`src/rtl/replay_pkg.sv`:
```
package replay_pkg;

  localparam int CSR_AW      = 2;
  localparam int WORD_W      = 32;
  localparam int ENTRY_BYTES = 8;

  localparam logic [CSR_AW-1:0] CSR_CTRL  = 2'd0;
  localparam logic [CSR_AW-1:0] CSR_START = 2'd1;
  localparam logic [CSR_AW-1:0] CSR_END   = 2'd2;
  localparam logic [CSR_AW-1:0] CSR_MODE  = 2'd3;

  typedef enum logic [1:0] {
    TRIG_STOP   = 2'd0,
    TRIG_MANUAL = 2'd1,
    TRIG_VSYNC  = 2'd2,
    TRIG_LINE   = 2'd3
  } trigSel_t;

  typedef enum logic [2:0] {
    ST_IDLE,
    ST_RD_ADDR,
    ST_RD_DATA,
    ST_WRITE,
    ST_DONE
  } state_t;

  // Strobes from control to datapath
  typedef struct packed {
    logic loadPtr;    // latch window and mode at sequence start
    logic advPtr;     // step to next entry
    logic capAddr;    // capture address word
    logic capData;    // capture value word
    logic dataPhase;  // read the value word of the current entry
  } dpStrobe_t;

endpackage

```
`src/rtl/replayDatapath.sv`:
```
module replayDatapath
  import replay_pkg::*;
#(
  parameter int MEM_AW = 32,
  parameter int REG_AW = 16
) (
  input  logic                clk,
  input  logic                rstN,
  input  dpStrobe_t           strb,
  input  logic [MEM_AW-1:0]   startAddr,
  input  logic [MEM_AW-1:0]   endAddr,
  input  logic                incMode,
  input  logic [WORD_W-1:0]   memData,
  input  logic                memValid,
  input  logic                memReq,
  input  logic                regWrValid,
  input  logic                regWrReady,
  output logic [MEM_AW-1:0]   memAddr,
  output logic [REG_AW-1:0]   regWrAddr,
  output logic [WORD_W-1:0]   regWrData,
  output logic                emptyWin,
  output logic                moreEntries
);

  localparam int EW = MEM_AW + 1;
  localparam logic [EW-1:0] LAST_OFS = EW'(ENTRY_BYTES - 1);
  localparam logic [EW-1:0] NEXT_END = EW'(2 * ENTRY_BYTES - 1);

  logic [MEM_AW-1:0] ptr;
  logic [MEM_AW-1:0] endLat;
  logic              incLat;
  logic              firstEntry;
  logic [REG_AW-1:0] regAddrQ;
  logic [WORD_W-1:0] regDataQ;
  logic              unusedHighBits;

  assign unusedHighBits = ^memData[WORD_W-1:REG_AW];

  always_ff @(posedge clk or negedge rstN) begin
    if (!rstN) begin
      ptr        <= '0;
      endLat     <= '0;
      incLat     <= 1'b0;
      firstEntry <= 1'b0;
      regAddrQ   <= '0;
      regDataQ   <= '0;
    end else begin
      if (strb.loadPtr) begin
        ptr        <= startAddr;
        endLat     <= endAddr;
        incLat     <= incMode;
        firstEntry <= 1'b1;
      end else if (strb.advPtr) begin
        ptr        <= ptr + MEM_AW'(ENTRY_BYTES);
        firstEntry <= 1'b0;
        if (incLat) regAddrQ <= regAddrQ + REG_AW'(1);
      end
      if (strb.capAddr && (!incLat || firstEntry))
        regAddrQ <= memData[REG_AW-1:0];
      if (strb.capData)
        regDataQ <= memData;
    end
  end

  assign memAddr     = ptr + (strb.dataPhase ? MEM_AW'(4) : MEM_AW'(0));
  assign regWrAddr   = regAddrQ;
  assign regWrData   = regDataQ;
  assign emptyWin    = {1'b0, endAddr} < ({1'b0, startAddr} + LAST_OFS);
  assign moreEntries = ({1'b0, ptr} + NEXT_END) <= {1'b0, endLat};

  AST_READ_IN_WINDOW: assert property (@(posedge clk) disable iff (!rstN)
    memReq |-> (({1'b0, memAddr} + EW'(3)) <= {1'b0, endLat}));
  AST_REQ_ADDR_STABLE: assert property (@(posedge clk) disable iff (!rstN)
    (memReq && !memValid) |=> (!memReq || $stable(memAddr)));
  AST_WR_PAYLOAD_STABLE: assert property (@(posedge clk) disable iff (!rstN)
    (regWrValid && !regWrReady) |=> (!regWrValid || ($stable(regWrAddr) && $stable(regWrData))));

endmodule

```
`src/rtl/replayCtrl.sv`:
```
module replayCtrl
  import replay_pkg::*;
#(
  parameter int MEM_AW = 32
) (
  input  logic                clk,
  input  logic                rstN,
  input  logic                csrWrEn,
  input  logic [CSR_AW-1:0]   csrAddr,
  input  logic [WORD_W-1:0]   csrWrData,
  output logic [WORD_W-1:0]   csrRdData,
  input  logic                vsyncPulse,
  input  logic                lineEvt,
  input  logic                memValid,
  input  logic                regWrReady,
  input  logic                emptyWin,
  input  logic                moreEntries,
  output logic [MEM_AW-1:0]   startAddr,
  output logic [MEM_AW-1:0]   endAddr,
  output logic                incMode,
  output dpStrobe_t           strb,
  output logic                memReq,
  output logic                regWrValid,
  output logic                irq
);

  trigSel_t trigSel;
  logic     dirWrite;
  state_t   state, stateNext;
  logic     ctrlWr, softRst, irqClr, kick;
  logic     evtSel, trigHit, irqSet, busy;

  assign ctrlWr  = csrWrEn && (csrAddr == CSR_CTRL);
  assign softRst = ctrlWr && csrWrData[0];
  assign irqClr  = ctrlWr && csrWrData[1];
  assign kick    = ctrlWr && csrWrData[2];

  always_ff @(posedge clk or negedge rstN) begin
    if (!rstN) begin
      startAddr <= '0;
      endAddr   <= '0;
      trigSel   <= TRIG_STOP;
      dirWrite  <= 1'b0;
      incMode   <= 1'b0;
    end else if (csrWrEn) begin
      case (csrAddr)
        CSR_START: startAddr <= csrWrData[MEM_AW-1:0];
        CSR_END:   endAddr   <= csrWrData[MEM_AW-1:0];
        CSR_MODE: begin
          trigSel  <= trigSel_t'(csrWrData[1:0]);
          dirWrite <= csrWrData[2];
          incMode  <= csrWrData[3];
        end
        default: ;
      endcase
    end
  end

  always_comb begin
    unique case (trigSel)
      TRIG_MANUAL: evtSel = kick;
      TRIG_VSYNC:  evtSel = vsyncPulse;
      TRIG_LINE:   evtSel = lineEvt;
      default:     evtSel = 1'b0;
    endcase
  end

  assign trigHit = evtSel && dirWrite && !softRst;

  always_comb begin
    stateNext = state;
    strb      = '0;
    irqSet    = 1'b0;
    case (state)
      ST_IDLE: if (trigHit) begin
        strb.loadPtr = 1'b1;
        stateNext    = emptyWin ? ST_DONE : ST_RD_ADDR;
      end
      ST_RD_ADDR: if (memValid) begin
        strb.capAddr = 1'b1;
        stateNext    = ST_RD_DATA;
      end
      ST_RD_DATA: begin
        strb.dataPhase = 1'b1;
        if (memValid) begin
          strb.capData = 1'b1;
          stateNext    = ST_WRITE;
        end
      end
      ST_WRITE: if (regWrReady) begin
        if (moreEntries) begin
          strb.advPtr = 1'b1;
          stateNext   = ST_RD_ADDR;
        end else begin
          stateNext = ST_DONE;
        end
      end
      ST_DONE: begin
        irqSet    = 1'b1;
        stateNext = ST_IDLE;
      end
      default: stateNext = ST_IDLE;
    endcase
  end

  always_ff @(posedge clk or negedge rstN) begin
    if (!rstN) begin
      state <= ST_IDLE;
      irq   <= 1'b0;
    end else begin
      state <= softRst ? ST_IDLE : stateNext;
      if (softRst)     irq <= 1'b0;
      else if (irqSet) irq <= 1'b1;
      else if (irqClr) irq <= 1'b0;
    end
  end

  assign memReq     = (state == ST_RD_ADDR) || (state == ST_RD_DATA);
  assign regWrValid = (state == ST_WRITE);
  assign busy       = (state != ST_IDLE);

  always_comb begin
    case (csrAddr)
      CSR_CTRL:  csrRdData = {30'd0, busy, irq};
      CSR_START: csrRdData = WORD_W'(startAddr);
      CSR_END:   csrRdData = WORD_W'(endAddr);
      default:   csrRdData = {28'd0, incMode, dirWrite, trigSel};
    endcase
  end

  AST_STOP_NO_START: assert property (@(posedge clk) disable iff (!rstN)
    (state == ST_IDLE && trigSel == TRIG_STOP) |=> (state == ST_IDLE));
  AST_NO_DIR_NO_START: assert property (@(posedge clk) disable iff (!rstN)
    (state == ST_IDLE && !dirWrite) |=> (state == ST_IDLE));
  AST_DONE_SETS_IRQ: assert property (@(posedge clk) disable iff (!rstN)
    (state == ST_DONE && !softRst) |=> irq);
  AST_REQ_HELD: assert property (@(posedge clk) disable iff (!rstN)
    (memReq && !memValid && !softRst) |=> memReq);
  AST_WR_HELD: assert property (@(posedge clk) disable iff (!rstN)
    (regWrValid && !regWrReady && !softRst) |=> regWrValid);
  AST_ABORT_IDLE: assert property (@(posedge clk) disable iff (!rstN)
    softRst |=> (!memReq && !regWrValid && !irq));

endmodule

```
`src/rtl/evtRegReplay.sv`:
```
module evtRegReplay
  import replay_pkg::*;
#(
  parameter int MEM_AW = 32,
  parameter int REG_AW = 16
) (
  input  logic                 clk,
  input  logic                 rstN,
  input  logic                 csrWrEn,
  input  logic [CSR_AW-1:0]    csrAddr,
  input  logic [WORD_W-1:0]    csrWrData,
  output logic [WORD_W-1:0]    csrRdData,
  input  logic                 vsyncPulse,
  input  logic                 lineEvt,
  output logic                 memReq,
  output logic [MEM_AW-1:0]    memAddr,
  input  logic                 memValid,
  input  logic [WORD_W-1:0]    memData,
  output logic                 regWrValid,
  output logic [REG_AW-1:0]    regWrAddr,
  output logic [WORD_W-1:0]    regWrData,
  input  logic                 regWrReady,
  output logic                 irq
);

  dpStrobe_t         strb;
  logic [MEM_AW-1:0] startAddr, endAddr;
  logic              incMode, emptyWin, moreEntries;

  replayCtrl #(.MEM_AW(MEM_AW)) u_ctrl (
    .clk(clk), .rstN(rstN),
    .csrWrEn(csrWrEn), .csrAddr(csrAddr), .csrWrData(csrWrData), .csrRdData(csrRdData),
    .vsyncPulse(vsyncPulse), .lineEvt(lineEvt),
    .memValid(memValid), .regWrReady(regWrReady),
    .emptyWin(emptyWin), .moreEntries(moreEntries),
    .startAddr(startAddr), .endAddr(endAddr), .incMode(incMode),
    .strb(strb), .memReq(memReq), .regWrValid(regWrValid), .irq(irq)
  );

  replayDatapath #(.MEM_AW(MEM_AW), .REG_AW(REG_AW)) u_dp (
    .clk(clk), .rstN(rstN), .strb(strb),
    .startAddr(startAddr), .endAddr(endAddr), .incMode(incMode),
    .memData(memData), .memValid(memValid), .memReq(memReq),
    .regWrValid(regWrValid), .regWrReady(regWrReady),
    .memAddr(memAddr), .regWrAddr(regWrAddr), .regWrData(regWrData),
    .emptyWin(emptyWin), .moreEntries(moreEntries)
  );

endmodule

```
`config.mk`:
```
export PLATFORM = sky130hd
export DESIGN_NAME = evtRegReplay
export DESIGN_NICKNAME = d
export VERILOG_FILES = /design/src/rtl/replay_pkg.sv /design/src/rtl/replayDatapath.sv /design/src/rtl/replayCtrl.sv /design/src/rtl/evtRegReplay.sv
export SDC_FILE = /design/constraint.sdc
export NUM_CORES = 1
export LEC_CHECK = 0
export BUFFER_PORTS_ARGS = -buffer_cell sky130_fd_sc_hd__buf_2
export CAP_MARGIN = 20
export CELL_PAD_IN_SITES_DETAIL_PLACEMENT = 0
export CELL_PAD_IN_SITES_GLOBAL_PLACEMENT = 2
export CORE_ASPECT_RATIO = 1.5
export CORE_MARGIN = 3
export CORE_UTILIZATION = 39
export CTS_CLUSTER_SIZE = 40
export DETAILED_ROUTE_END_ITERATION = 8
export PLACE_DENSITY = 0.83
export SYNTH_ARGS = -nofsm -noshare
export SYNTH_HDL_FRONTEND = slang
export SYNTH_SLANG_ARGS = --single-unit
```
`constraint.sdc`:
```
create_clock -name clk -period 7.7 [get_ports clk]
set_input_delay 1.155 -clock clk [delete_from_list [all_inputs] [get_ports clk]]
set_output_delay 1.155 -clock clk [all_outputs]
set_load 0.01 [all_outputs]
```
[Word-level counts from Yosys, hierarchy flattened]
Cells that the tools add are included.
Widths: inputs -> output; s select.
Operators by class
  $add $sub $neg: 5
  multipliers: 0
  div/mod/pow operators: 0
  order comparisons: 2
  eq/ne operators: 15
  shift operators: 0
  mux-type cells: 31
  bitwise logic cells: 0
  reductions and logical operators: 23
Operator list (number)
  $pmux 32 s3: 1
  $mux 16: 4
  $mux 32: 2
  $add 32x3->33 const B: 1
  $add 32x4->33 const B: 1
  $le 33x32->1: 1
  $lt 32x33->1: 1
  $add 32x32->32: 1
  $add 32x4->32 const B: 1
  $mux 3: 8
  $add 16x1->16 const B: 1
  $mux 1: 13
  $pmux 3 s4: 1
  $ne 3x2->1 const B: 3
  $eq 2x2->1 const B: 4
  $logic_and 1x1->1: 7
  $eq 3x2->1 const B: 2
  $reduce_and 2->1: 3
  $reduce_bool 2->1: 3
  $reduce_bool 3->1: 2
  $eq 2x1->1 const B: 2
  $reduce_and 4->1: 1
  $eq 3x1->1 const B: 1
  $eq 3x3->1 const B: 1
  9 further kinds: 11
Word-level totals
  register bits: 186
  bits in latches: 0
  bits in writable memories: 0
  ROM bits: 0
  bits of input ports: 73
  output and inout port bits: 115
  logic and storage cells: 89
  memories kept: 0

[Depth between registers and ports, before layout]
Gate-level depths: netlist of run 1.
  word-level depth: 10
  mapped depth: 19
  gate-level depth less buffers: 16

[By module]
A second synthesis of run 1 with hierarchy kept.
Unflattened totals
  cells, all modules: 1135
  area total of the unflattened synthesis: 11369.7 sq um
By module, submodules not included
  replayDatapath: instances 1, cells an instance 903, area each 8079.0 sq um, sequential area each 2852.7 sq um
  replayCtrl: instances 1, cells an instance 232, area each 3290.7 sq um, sequential area each 1801.7 sq um

[Worst setup path after synthesis of run 1]
No wires, ideal clock.
  path type: register to register
  start point: reg u_dp.ptr[17]
  end point: reg u_dp.ptr[7]
  arrival: 3.561 ns
  required time: 7.569 ns
  setup slack: 4.008 ns
  stages on the path, launching flop included: 18
  buffers on the path: 2
  cells stage by stage: dfrtp_1 -> buf_2 -> and3_1 -> and3_4 -> nand3_2 -> or3_1 -> nor3_1 -> xor2_1 -> ha_1 -> a21oi_1 -> o21ai_0 -> a211oi_1 -> o211ai_1 -> o21a_1 -> buf_6 -> or4_1 -> xor2_1 -> o21ai_1
Between the ends
  word-level cells in the longest chain between the ends: 6
RTL lines
  start, declared: line replayDatapath.sv:29  | logic [MEM_AW-1:0] ptr;
  start signal, assigned: line replayDatapath.sv:49  | ptr <= startAddr;
  start signal, assigned: line replayDatapath.sv:54  | ptr <= ptr + MEM_AW'(ENTRY_BYTES);
  $add 32x4->33: line replayDatapath.sv:69  | assign moreEntries = ({1'b0, ptr} + NEXT_END) <= {1'b0, endLat};
  $le 33x32->1: line replayDatapath.sv:69
  $mux 1: line replayCtrl.sv:91  | if (moreEntries) begin
  $mux 1: line replayCtrl.sv:90  | ST_WRITE: if (regWrReady) begin
  $mux 1: line replayCtrl.sv:74  | case (state)
  $reduce_bool 2->1 (no line)
Every way passes these cells.
A chain may end at the register's enable or synchronous reset.

[Final worst setup path of run 1]
  start point: reg u_dp.ptr[4]
  end point: reg u_dp.ptr[7]
Between the ends
  word-level cells in the longest chain between the ends: 6
RTL lines (line)
  $add 32x4->33: replayDatapath.sv:69
  $le 33x32->1: replayDatapath.sv:69
  $mux 1: replayCtrl.sv:91
  $mux 1: replayCtrl.sv:90
  $mux 1: replayCtrl.sv:74
  $reduce_bool 2->1 (no line)
Several ways; a longest one is shown, not always the timed one. The select of a mux whose other input is x is not followed.

==> flow_metrics.py, run 1 <==
metrics = {
    "placed_design": {
        "port_buffers": 187,
        "place_worst_setup_slack_ns": 2.92,
        "dp_hpwl_um": 27200,
        "place_congestion": 0.859,
    },
    "drt": {
        "drtIter0Drc": 463,
        "drc": 0,
        "antenna_left": 0,
        "drt-wirelength-per-cell_um": 20.8,
        "num_vias": 9403,
        "first_pass_iters": 5,
        "vias_per_cell": 5.44,
        "drt_wl_total_um": 36000,
    },
    "clocking": {
        "clock_path_buffers": 2,
        "worstSkewPairLatency_ns": 0.45,
        "cts.repair.resized": 0,
        "cts.sinks": 186,
        "tritoncts": "yes",
        "cts_buffers": 17,
        "postCtsSetupBuffers": 0,
        "cts-root-buf": "clkbuf_16",
        "cts-htree-levels": 4,
        "path_clk_slew_ns": 0.07,
        "cts_hold_buf": 0,
    },
    "logic_synthesis": {
        "synth.avg_cell_area_um2": 9.74,
        "synth_edf_count": 0,
        "synth_cell_types": 67,
        "ys_warn_count": 0,
        "syn_nets": 1323,
        "netlist_instances": 1180,
        "ys_seq_area_share_pct": 40.5,
        "synthesis.area_um2": 11500,
        "ys_ff_latch": 186,
        "synth_ff_type": "dfrtp_1",
        "synthArstFlopShare_pct": 100,
    },
    "pwr": {
        "comb_power_share_pct": 44.3,
        "power_switching_uw": 2030,
        "p_seq_share_pct": 38.2,
        "clkPwrFrac_pct": 17.5,
        "peakVddDrop_uv": 202,
        "p_leak_uw": 0.00582,
        "internal-power_uw": 2710,
        "power_density_nw_per_um2": 358,
        "p_sw_share_pct": 42.8,
    },
    "worst_setup_path": {
        "slowest_delay_ns": 0.78,
        "worstPathRequired_ns": 8.00,
        "r2r_cells": 14,
        "critical_path_class": "flop to flop",
        "path_cells": "ha_1 -> a21oi_1 -> nand2b_1 -> nor2_1 -> xor2_1 -> ha_1 -> nand4_1 -> nor4_2 -> o31ai_1 -> a21boi_1 -> o21a_1 -> or4_1 -> xor2_1 -> o21ai_1",
        "end_kind": "flop",
        "cp-endpoint": "u_dp.ptr[7]$_DFFE_PN0P_",
        "critPathLaunch": "u_dp.ptr[4]$_DFFE_PN0P_",
        "worstPathMaxFanout": 19,
        "cp_slowest_cell": "o21a_1",
        "critPathLaunchType": "flop",
        "rrSetupSlack_ns": 2.91,
        "r2r_end": "u_dp.ptr[7]$_DFFE_PN0P_",
        "cp.arrival_ns": 5.09,
        "r2r_start": "u_dp.ptr[4]$_DFFE_PN0P_",
    },
    "sta": {
        "finalHoldViolCount": 0,
        "tns_ns": 0,
        "fin_worst_skew_ns": 0.00989,
        "fin_hold_ws_ns": 0.477,
        "maxSlewHeadroom_pct": 34.4,
        "rsz0062_at_grt": "no",
        "period_needed_ns": 4.79,
        "setup_slack_ns": 2.91,
        "setup_viol": 0,
        "min_period_over_period_pct": 62.2,
        "fmax_ghz": 0.209,
        "worstMarginPinSlew_ns": 0.984,
        "drv_slew": 0,
    },
    "floorplanning": {
        "core-area_um2": 28900,
        "start_util_pct": 39.8,
        "pin_count": 188,
        "chipHeight_um": 216,
        "std_cell_rows": 76,
        "die_x_um": 146,
        "die-area_um2": 31600,
    },
    "grt": {
        "antenna_found_initial": 2,
        "grt_pass1_vias": 9897,
        "grt_usage_pct": 23.0,
        "grt_start_max_net_pins": 116,
        "grt_overflow": 0,
        "grt_pass1_wl_um": 56700,
    },
    "finish": {
        "n_antenna_cell": 0,
        "nNetsFinal": 1468,
        "syn2layout_area_growth_pct": 15.1,
        "layout_common_cells": "186 x buf_2, 186 x dfrtp_1, 116 x nand2_1",
        "drive_gt1_share_pct": 26.9,
    },
    "job": {
        "maxCapViolCount": 0,
    },
    "run_status": {
        "status": "complete, no violations",
    },
    "hold_path": {
        "hold_class": "flop to flop",
    },
}
[layout make-up]
type	instances	area, um^2
multi-input combinational	874	6350
tap	390	488
clock inverter	6	38.8
fill	2943	15700
inverter	49	184
clock buffer	25	495
sequential	186	4650
timing repair buffer	197	1020
[worst max-delay path, delay by kind of cell (launching register included)]
family	cells	cell delay [ns]
DFF	1	0.59
and+or+nand+nor	5	1.63
xor gates and xnor gates	2	0.32
adders and majority gates	2	0.70
AOI/OAI and AO/OA	5	1.38
[worst min path at each step]
| stage | start | cells after the start | slack (ns) | end |
|---|---|---|---|---|
| finish | u_dp.firstEntry$_DFFE_PN0P_ | 2 | 0.48 | u_dp.firstEntry$_DFFE_PN0P_ |
| detailed placement | u_dp.firstEntry$_DFFE_PN0P_ | 2 | 0.46 | u_dp.firstEntry$_DFFE_PN0P_ |
| floorplan | u_dp.firstEntry$_DFFE_PN0P_ | 2 | 0.45 | u_dp.firstEntry$_DFFE_PN0P_ |
| global route | u_dp.firstEntry$_DFFE_PN0P_ | 2 | 0.52 | u_dp.firstEntry$_DFFE_PN0P_ |
| global placement | u_dp.firstEntry$_DFFE_PN0P_ | 2 | 0.46 | u_dp.firstEntry$_DFFE_PN0P_ |
| CTS | u_dp.firstEntry$_DFFE_PN0P_ | 2 | 0.48 | u_dp.firstEntry$_DFFE_PN0P_ |
[Yosys cell counts (all sizes together), types with 27 or more instances]
cell    number  area, um^2
a21oi       60         300
mux2       102        1150
ha          70         876
buf         27         151
clkbuf      44         165
a22o        30         263
dfrtp      186        4650
nor2        87         329
nand3       41         215
o21ai       58         294
xnor2       58         508
nand2      118         448
inv         49         184
nand4       36         238
xor2        64         561
[flip-flops by register name (all words and copies together), names as in the netlist]
signal            count
u_ctrl.endAddr       32
u_ctrl.startAddr     32
u_dp.endLat          32
u_dp.ptr             32
u_dp.regWrData       32
u_dp.regWrAddr       16
u_ctrl.state          3
u_ctrl.trigSel        2
u_ctrl.dirWrite       1
u_ctrl.incMode        1
u_ctrl.irq            1
u_dp.firstEntry       1
u_dp.incLat           1
[layer usage]
| metal | track usage [%] | vias to the layer above | wire (um) |
|---|---|---|---|
| li1 | - | 4442 | - |
| met1 | 27.6 | 4597 | 14500 |
| met2 | 39.7 | 286 | 17900 |
| met3 | 4.87 | 74 | 2060 |
| met4 | 9.79 | 4 | 1400 |
| met5 | 0 | - | 18 |
[cell families after synthesis]
logic type                 Yosys count  share of synthesized area [%]
and+or+nand+nor                    386                           17.5
AOI/OAI and AO/OA                  190                           10.2
DFF                                186                           40.5
xor gates and xnor gates           122                           9.30
buffers and inverters              120                           4.36
muxes                              106                           10.6
adders and majority gates           70                           7.62
[power groups by stage]
stage	clock network [uW]	logic [uW]	registers (uW)
floorplan	0	1530	1630
global placement	0	2090	1810
detailed placement	0	2110	1820
CTS	849	2120	1810
global route	888	2360	1870
finish	830	2100	1810
[stage by stage]
stage | instance area, um^2 | util, % | cells | total power, uW
finish | 13200 | 45.8 | 1727 | 4730
CTS | 13200 | 45.8 | 1727 | 4780
detailed placement | 12700 | 43.9 | 1696 | 3930
global route | 13200 | 45.8 | 1727 | 5120
global placement | 12700 | 43.9 | 1696 | 3900
floorplan | 11500 | - | 1180 | 3160
Power figures use the tool's default switching activity.
==> run 2: changes to the inputs <==
--- a/config.mk
+++ b/config.mk
@@ -11,10 +11,10 @@
 export CELL_PAD_IN_SITES_GLOBAL_PLACEMENT = 2
 export CORE_ASPECT_RATIO = 1.5
 export CORE_MARGIN = 3
-export CORE_UTILIZATION = 39
+export CORE_UTILIZATION = 36
 export CTS_CLUSTER_SIZE = 40
 export DETAILED_ROUTE_END_ITERATION = 8
-export PLACE_DENSITY = 0.83
+export PLACE_DENSITY = 0.77
 export SYNTH_ARGS = -nofsm -noshare
 export SYNTH_HDL_FRONTEND = slang
 export SYNTH_SLANG_ARGS = --single-unit
==> constraint.sdc (replaced) <==
create_clock -name clk -period 4.65 [get_ports clk]
set_input_delay 0.6975 -clock clk [delete_from_list [all_inputs] [get_ports clk]]
set_output_delay 0.6975 -clock clk [all_outputs]
set_load 0.01 [all_outputs]
==> flow_metrics.py, run 2 (synthesized netlist as in run 1, its figures left out) <==
metrics = {
    "grt": {
        "grt_start_max_net_pins": 113,
        "grt_pass1_vias": 9909,
        "grt_overflow": 0,
        "grt_usage_pct": 21.3,
        "antenna_found_initial": 5,
        "grt_pass1_wl_um": 57000,
    },
    "clocking": {
        "cts_buffers": 17,
        "tritoncts": "yes",
        "worstSkewPairLatency_ns": 0.45,
        "cts-htree-levels": 4,
        "cts_hold_buf": 0,
        "path_clk_slew_ns": 0.08,
        "cts.repair.resized": 0,
        "cts-root-buf": "clkbuf_16",
        "postCtsSetupBuffers": 0,
        "cts.sinks": 186,
        "clock_path_buffers": 2,
    },
    "pwr": {
        "p_leak_uw": 0.00599,
        "power_density_nw_per_um2": 604,
        "peakVddDrop_uv": 330,
    },
    "worst_setup_path": {
        "r2r_start": "u_dp.ptr[18]$_DFFE_PN0P_",
        "critPathLaunchType": "flop",
        "worstPathMaxFanout": 9,
        "end_kind": "flop",
        "worstPathRequired_ns": 5.02,
        "cp.arrival_ns": 4.73,
        "r2r_end": "u_dp.ptr[16]$_DFFE_PN0P_",
        "critical_path_class": "flop to flop",
        "rrSetupSlack_ns": 0.29,
        "r2r_cells": 15,
    },
    "floorplanning": {
        "start_util_pct": 36.8,
        "die_x_um": 152,
        "pin_count": 188,
        "core-area_um2": 31200,
        "die-area_um2": 34100,
        "chipHeight_um": 225,
        "std_cell_rows": 79,
    },
    "finish": {
        "syn2layout_area_growth_pct": 18.1,
        "nNetsFinal": 1492,
        "instances_no_fill": 1770,
        "drive_gt1_share_pct": 28.3,
        "stdcell_area_um2": 13600,
        "layout_common_cells": "186 x buf_2, 186 x dfrtp_1, 116 x nand2_1",
    },
    "placed_design": {
        "place_congestion": 0.936,
        "place_area_um2": 12900,
        "dp.cells": 1735,
        "port_buffers": 187,
        "dp_hpwl_um": 27700,
    },
    "sta": {
        "finalHoldViolCount": 0,
        "fin_worst_skew_ns": 0.00915,
        "setup_viol": 0,
        "drv_slew": 0,
        "maxSlewHeadroom_pct": 30.9,
        "rsz0062_at_grt": "no",
        "worstMarginPinSlew_ns": 1.04,
        "fmax_ghz": 0.230,
        "min_period_over_period_pct": 93.7,
        "tns_ns": 0,
        "period_needed_ns": 4.36,
    },
    "drt": {
        "drc": 0,
        "drtIter0Drc": 470,
        "vias_per_cell": 5.31,
        "drt_wl_total_um": 36300,
        "num_vias": 9407,
        "antenna_left": 0,
        "first_pass_iters": 5,
        "drt-wirelength-per-cell_um": 20.5,
    },
    "job": {
        "maxCapViolCount": 0,
    },
    "hold_path": {
        "hold_class": "primary input to asynchronous set/reset pin",
    },
    "run_status": {
        "status": "complete, no violations",
    },
}
==> run 2: cell types whose count changed in the layout (fill, tap and decap cells not counted), moves of 2 or more <==
cell | previous run | this run
buf_12 | 0 | 2
clkbuf_1 | 4 | 2
buf_4 | 10 | 32
clkinv_2 | 3 | 0
inv_6 | 1 | 5
diode_2 | 0 | 3
bufinv_16 | 0 | 4
clkbuf_8 | 5 | 3
==> run 2: worst max-delay path by stage <==
stage	from	endpoint	slack, ns	cells past startpoint
2_1_floorplan	u_dp.ptr[17]$_DFFE_PN0P_	u_dp.ptr[7]$_DFFE_PN0P_	0.96	17
3_3_place_gp	u_dp.ptr[0]$_DFFE_PN0P_	u_dp.ptr[18]$_DFFE_PN0P_	0.33	15
3_5_place_dp	u_dp.ptr[0]$_DFFE_PN0P_	u_dp.ptr[16]$_DFFE_PN0P_	0.34	15
4_1_cts	u_dp.ptr[0]$_DFFE_PN0P_	u_dp.ptr[16]$_DFFE_PN0P_	0.27	15
5_1_grt	u_dp.ptr[5]$_DFFE_PN0P_	u_dp.ptr[25]$_DFFE_PN0P_	0.04	15
6_report	u_dp.ptr[18]$_DFFE_PN0P_	u_dp.ptr[16]$_DFFE_PN0P_	0.29	15
==> run 2: final cells by class <==
type | count | area, um^2
diodes | 3 | 7.51
clock buffers | 21 | 460
clock inverters | 11 | 180
fillers | 3183 | 17700
inverters | 49 | 184
multi-input cells | 874 | 6350
flip-flops and latches | 186 | 4650
well taps | 405 | 507
repair buffers | 221 | 1220
==> run 2: layer usage <==
metal / global-route usage, % / routed length [um] / part of all wire [%]
met5: 0 / 18 / 0.050
met3: 4.20 / 1700 / 4.7
met1: 25.7 / 15300 / 42
met2: 37.7 / 18400 / 51
met4: 7.81 / 979 / 2.7
==> run 2: worst max-delay path: stages, from the launching register on <==
cell	delay (ns)
dfrtp_1	0.51
and3_1	0.28
and3_4	0.24
nand3_2	0.12
nor3_1	0.50
nand2_1	0.17
xnor2_1	0.22
ha_1	0.29
a21oi_1	0.13
o21ai_0	0.12
a211oi_1	0.25
o211ai_1	0.19
o21ai_2	0.35
nand4b_2	0.32
or3_1	0.40
a31oi_1	0.17
==> run 2: power breakdown <==
| part | total, uW | switching [uW] | internal, uW |
|---|---|---|---|
| registers | 2940 | 707 | 2230 |
| logic | 3640 | 2030 | 1610 |
| clock network | 1610 | 674 | 940 |
==> run 2: stage by stage <==
stage	setup WS, ns	hold slack (ns)	utilization, %	power [uW]
6_report	0.294	0.326	43.4	8190
2_1_floorplan	0.958	0.402	-	5230
3_5_place_dp	0.339	0.468	41.4	6630
4_1_cts	0.272	0.393	43.4	8290
5_1_grt	0.0362	0.430	43.4	8840
3_3_place_gp	0.331	0.465	41.4	6600
==> run 3: changes to the inputs <==
--- a/config.mk
+++ b/config.mk
@@ -5,16 +5,18 @@
 export SDC_FILE = /design/constraint.sdc
 export NUM_CORES = 1
 export LEC_CHECK = 0
+export ABC_AREA = 1
 export BUFFER_PORTS_ARGS = -buffer_cell sky130_fd_sc_hd__buf_2
 export CAP_MARGIN = 20
 export CELL_PAD_IN_SITES_DETAIL_PLACEMENT = 0
 export CELL_PAD_IN_SITES_GLOBAL_PLACEMENT = 2
 export CORE_ASPECT_RATIO = 1.5
 export CORE_MARGIN = 3
-export CORE_UTILIZATION = 36
+export CORE_UTILIZATION = 33
 export CTS_CLUSTER_SIZE = 40
 export DETAILED_ROUTE_END_ITERATION = 8
 export PLACE_DENSITY = 0.77
+export RECOVER_POWER = 100
 export SYNTH_ARGS = -nofsm -noshare
 export SYNTH_HDL_FRONTEND = slang
 export SYNTH_SLANG_ARGS = --single-unit
==> flow_metrics.py, run 3 <==
metrics = {
    "run_status": {
        "status": "finished with violations",
        "violations": "max-capacitance violations, max-slew violations",
    },
    "drt": {
        "drtIter0Drc": 540,
        "antenna_left": 0,
        "drt_wl_total_um": 41800,
        "num_vias": 11100,
        "drc": 0,
        "vias_per_cell": 4.87,
        "first_pass_iters": 5,
        "drt-wirelength-per-cell_um": 18.3,
    },
    "floorplanning": {
        "start_util_pct": 33.9,
        "die_x_um": 163,
        "std_cell_rows": 85,
        "pin_count": 188,
        "die-area_um2": 39600,
        "core-area_um2": 36300,
        "chipHeight_um": 242,
    },
    "pwr": {
        "p_sw_share_pct": 45.1,
        "peakVddDrop_uv": 231,
        "power_density_nw_per_um2": 551,
        "comb_power_share_pct": 45.3,
        "clkPwrFrac_pct": 19.8,
        "p_leak_uw": 0.00678,
        "p_seq_share_pct": 34.9,
        "internal-power_uw": 4280,
        "fin_total_pwr_uw": 7790,
        "power_switching_uw": 3510,
    },
    "worst_setup_path": {
        "cp-endpoint": "u_dp.regWrAddr[13]$_DFFE_PN0P_",
        "crit_top_cell": "nand2_1",
        "critPathLaunch": "u_dp.ptr[3]$_DFFE_PN0P_",
        "slowest_delay_ns": 0.50,
        "cp_slowest_cell": "dfrtp_1",
        "r2r_start": "u_dp.ptr[3]$_DFFE_PN0P_",
        "critPathLaunchType": "flop",
        "r2r_cells": 21,
        "worstPathRequired_ns": 4.99,
        "path_cells": "inv_2 -> ha_1 -> a21oi_2 -> nor2_2 -> nand2_1 -> nor2_1 -> buf_4 -> nand2_1 -> nor2_1 -> nand2_1 -> xor2_1 -> inv_1 -> ha_1 -> nand4_1 -> nor3_1 -> and2_0 -> nand4_1 -> nand2_4 -> nand4_2 -> nand3_1 -> nand2_1",
        "r2r_end": "u_dp.regWrAddr[13]$_DFFE_PN0P_",
        "critical_path_class": "flop to flop",
        "worstPathMaxFanout": 16,
        "cp.arrival_ns": 4.74,
        "end_kind": "flop",
        "rrSetupSlack_ns": 0.26,
    },
    "grt": {
        "antenna_found_initial": 2,
        "grt_overflow": 0,
        "grt_pass1_vias": 11300,
        "grt_usage_pct": 21.3,
        "grt_pass1_wl_um": 64800,
        "grt_start_max_net_pins": 96,
    },
    "sta": {
        "fin_hold_ws_ns": 0.477,
        "finalHoldViolCount": 0,
        "drv_slew": 300,
        "maxSlewHeadroom_pct": -70.0,
        "setup_viol": 0,
        "period_needed_ns": 4.39,
        "rsz0062_at_grt": "no",
        "min_period_over_period_pct": 94.5,
        "setup_slack_ns": 0.256,
        "fmax_ghz": 0.228,
        "worstMarginPinSlew_ns": 2.55,
        "fin_worst_skew_ns": 0.0174,
    },
    "logic_synthesis": {
        "synth_ff_type": "dfrtp_1",
        "synthesis.area_um2": 12300,
        "synthAdderAreaFrac_pct": 7.13,
        "synth_area_leaders": "dfrtp_1 38%, nand2_1 12%, o21ai_0 7.6%",
        "synthArstFlopShare_pct": 100,
        "ys_warn_count": 0,
        "synth_top_family_by_area": "simple AND/OR/NAND/NOR gates",
        "synth.avg_cell_area_um2": 7.52,
        "synth-xor-area-share_pct": 7.49,
        "ys_seq_area_share_pct": 37.9,
        "synth_commonest_cells": "381 x nand2_1, 249 x inv_1, 187 x o21ai_0",
        "syn_nets": 1775,
        "yosysTopAreaCellShare_pct": 37.9,
        "synth_cell_types": 37,
        "synth_largest_area_cell": "dfrtp_1",
        "synthMuxAreaShare_pct": 1.83,
        "ys_ff_latch": 186,
        "synth_edf_count": 0,
        "synth_compound_area_share_pct": 12.7,
        "yosysMostFrequentCell": "nand2_1",
        "yosys.area_share.simple_pct": 22.8,
        "netlist_instances": 1632,
    },
    "finish": {
        "stdcell_area_um2": 14100,
        "fill_cells": 4010,
        "final_common_cell": "nand2_1",
        "nNetsFinal": 1940,
        "syn2layout_area_growth_pct": 15.1,
        "postLayoutCoreUtil_pct": 39.0,
        "layout_common_cells": "381 x nand2_1, 248 x inv_1, 203 x o21ai_0",
        "drive_gt1_share_pct": 9.56,
    },
    "clocking": {
        "path_clk_slew_ns": 0.08,
        "cts_hold_buf": 0,
        "cts_buffers": 17,
        "postCtsSetupBuffers": 0,
        "tritoncts": "yes",
        "cts-htree-levels": 4,
        "worstSkewPairLatency_ns": 0.46,
        "clock_path_buffers": 2,
        "cts-root-buf": "clkbuf_16",
        "cts.sinks": 186,
    },
    "job": {
        "maxCapViolCount": 5,
    },
    "placed_design": {
        "place_worst_setup_slack_ns": -0.0192,
        "port_buffers": 187,
        "place_area_um2": 13700,
        "dp_hpwl_um": 33300,
        "place_congestion": 0.928,
    },
    "hold_path": {
        "hold_class": "primary input to flop",
    },
}
## run 3: timing repair
action | in CTS | in global routing
resized for setup | 1 | 2
cloned | 0 | 0
hold endpoints to repair | 0 | 0
endpoints found under the setup margin | 16 | 36
## run 3: worst min-delay path by stage
stage	from	cells after the start	endpoint	slack, ns
floorplan	rstN	0	u_ctrl.dirWrite$_DFFE_PN0P_	0.40
global placement	u_dp.firstEntry$_DFFE_PN0P_	2	u_dp.firstEntry$_DFFE_PN0P_	0.46
detailed placement	u_dp.firstEntry$_DFFE_PN0P_	2	u_dp.firstEntry$_DFFE_PN0P_	0.47
CTS	rstN	1	u_dp.endLat[7]$_DFFE_PN0P_	0.35
global route	memData[26]	2	u_dp.regWrData[26]$_DFFE_PN0P_	0.46
finish	memData[31]	2	u_dp.regWrData[31]$_DFFE_PN0P_	0.48
## run 3: kinds of logic after synthesis
group                      after synthesis
and+or+nand+nor                        643
buffers and inverters                  311
AOI/OAI and AO/OA                      297
DFF                                    186
xor gates and xnor gates               105
adders and majority gates               70
muxes                                   20
## run 3: worst max-delay path: cells and delay by family (launching register included)
family                     cells  cell delay [ns]
AOI/OAI and AO/OA              1             0.13
xor gates and xnor gates       1             0.16
adders and majority gates      2             0.48
buffers and inverters          3             0.41
DFF                            1             0.50
and+or+nand+nor               14             2.60
## run 3: layout make-up
class | count | area [um^2] | area share [%]
antenna | 1 | 2.50 | 0.0177
clock buffer | 19 | 453 | 3.20
clock inverter | 13 | 154 | 1.09
inverter | 250 | 938 | 6.64
multi-input combinational | 1135 | 6380 | 45.2
sequential | 186 | 4650 | 32.9
tap | 478 | 598 | 4.23
timing repair buffer | 207 | 951 | 6.73
## run 3: routing by layer
| layer | up-vias | GRT usage [%] | part of all wire (%) |
|---|---|---|---|
| met5 | - | 0 | 0.033 |
| met4 | 4 | 10.8 | 5.3 |
| met3 | 83 | 3.30 | 4.0 |
| met2 | 278 | 37.9 | 51 |
| met1 | 5195 | 24.5 | 40 |
| li1 | 5584 | - | - |
## run 3: power by group through the flow
stage               Clock [uW]  Sequential [uW]  Combinational (uW)
floorplan                    0             2610                2420
global placement             0             2730                3630
detailed placement           0             2730                3660
CTS                       1590             2710                3680
global route              1650             2810                4040
finish                    1540             2720                3530
## run 3: stage by stage
step / setup TNS, ns / cells
CTS: 0 / 2285
detailed placement: -0.0723 / 2253
floorplan: 0 / 1632
global placement: -0.604 / 2253
global route: 0 / 2288
finish: 0 / 2289
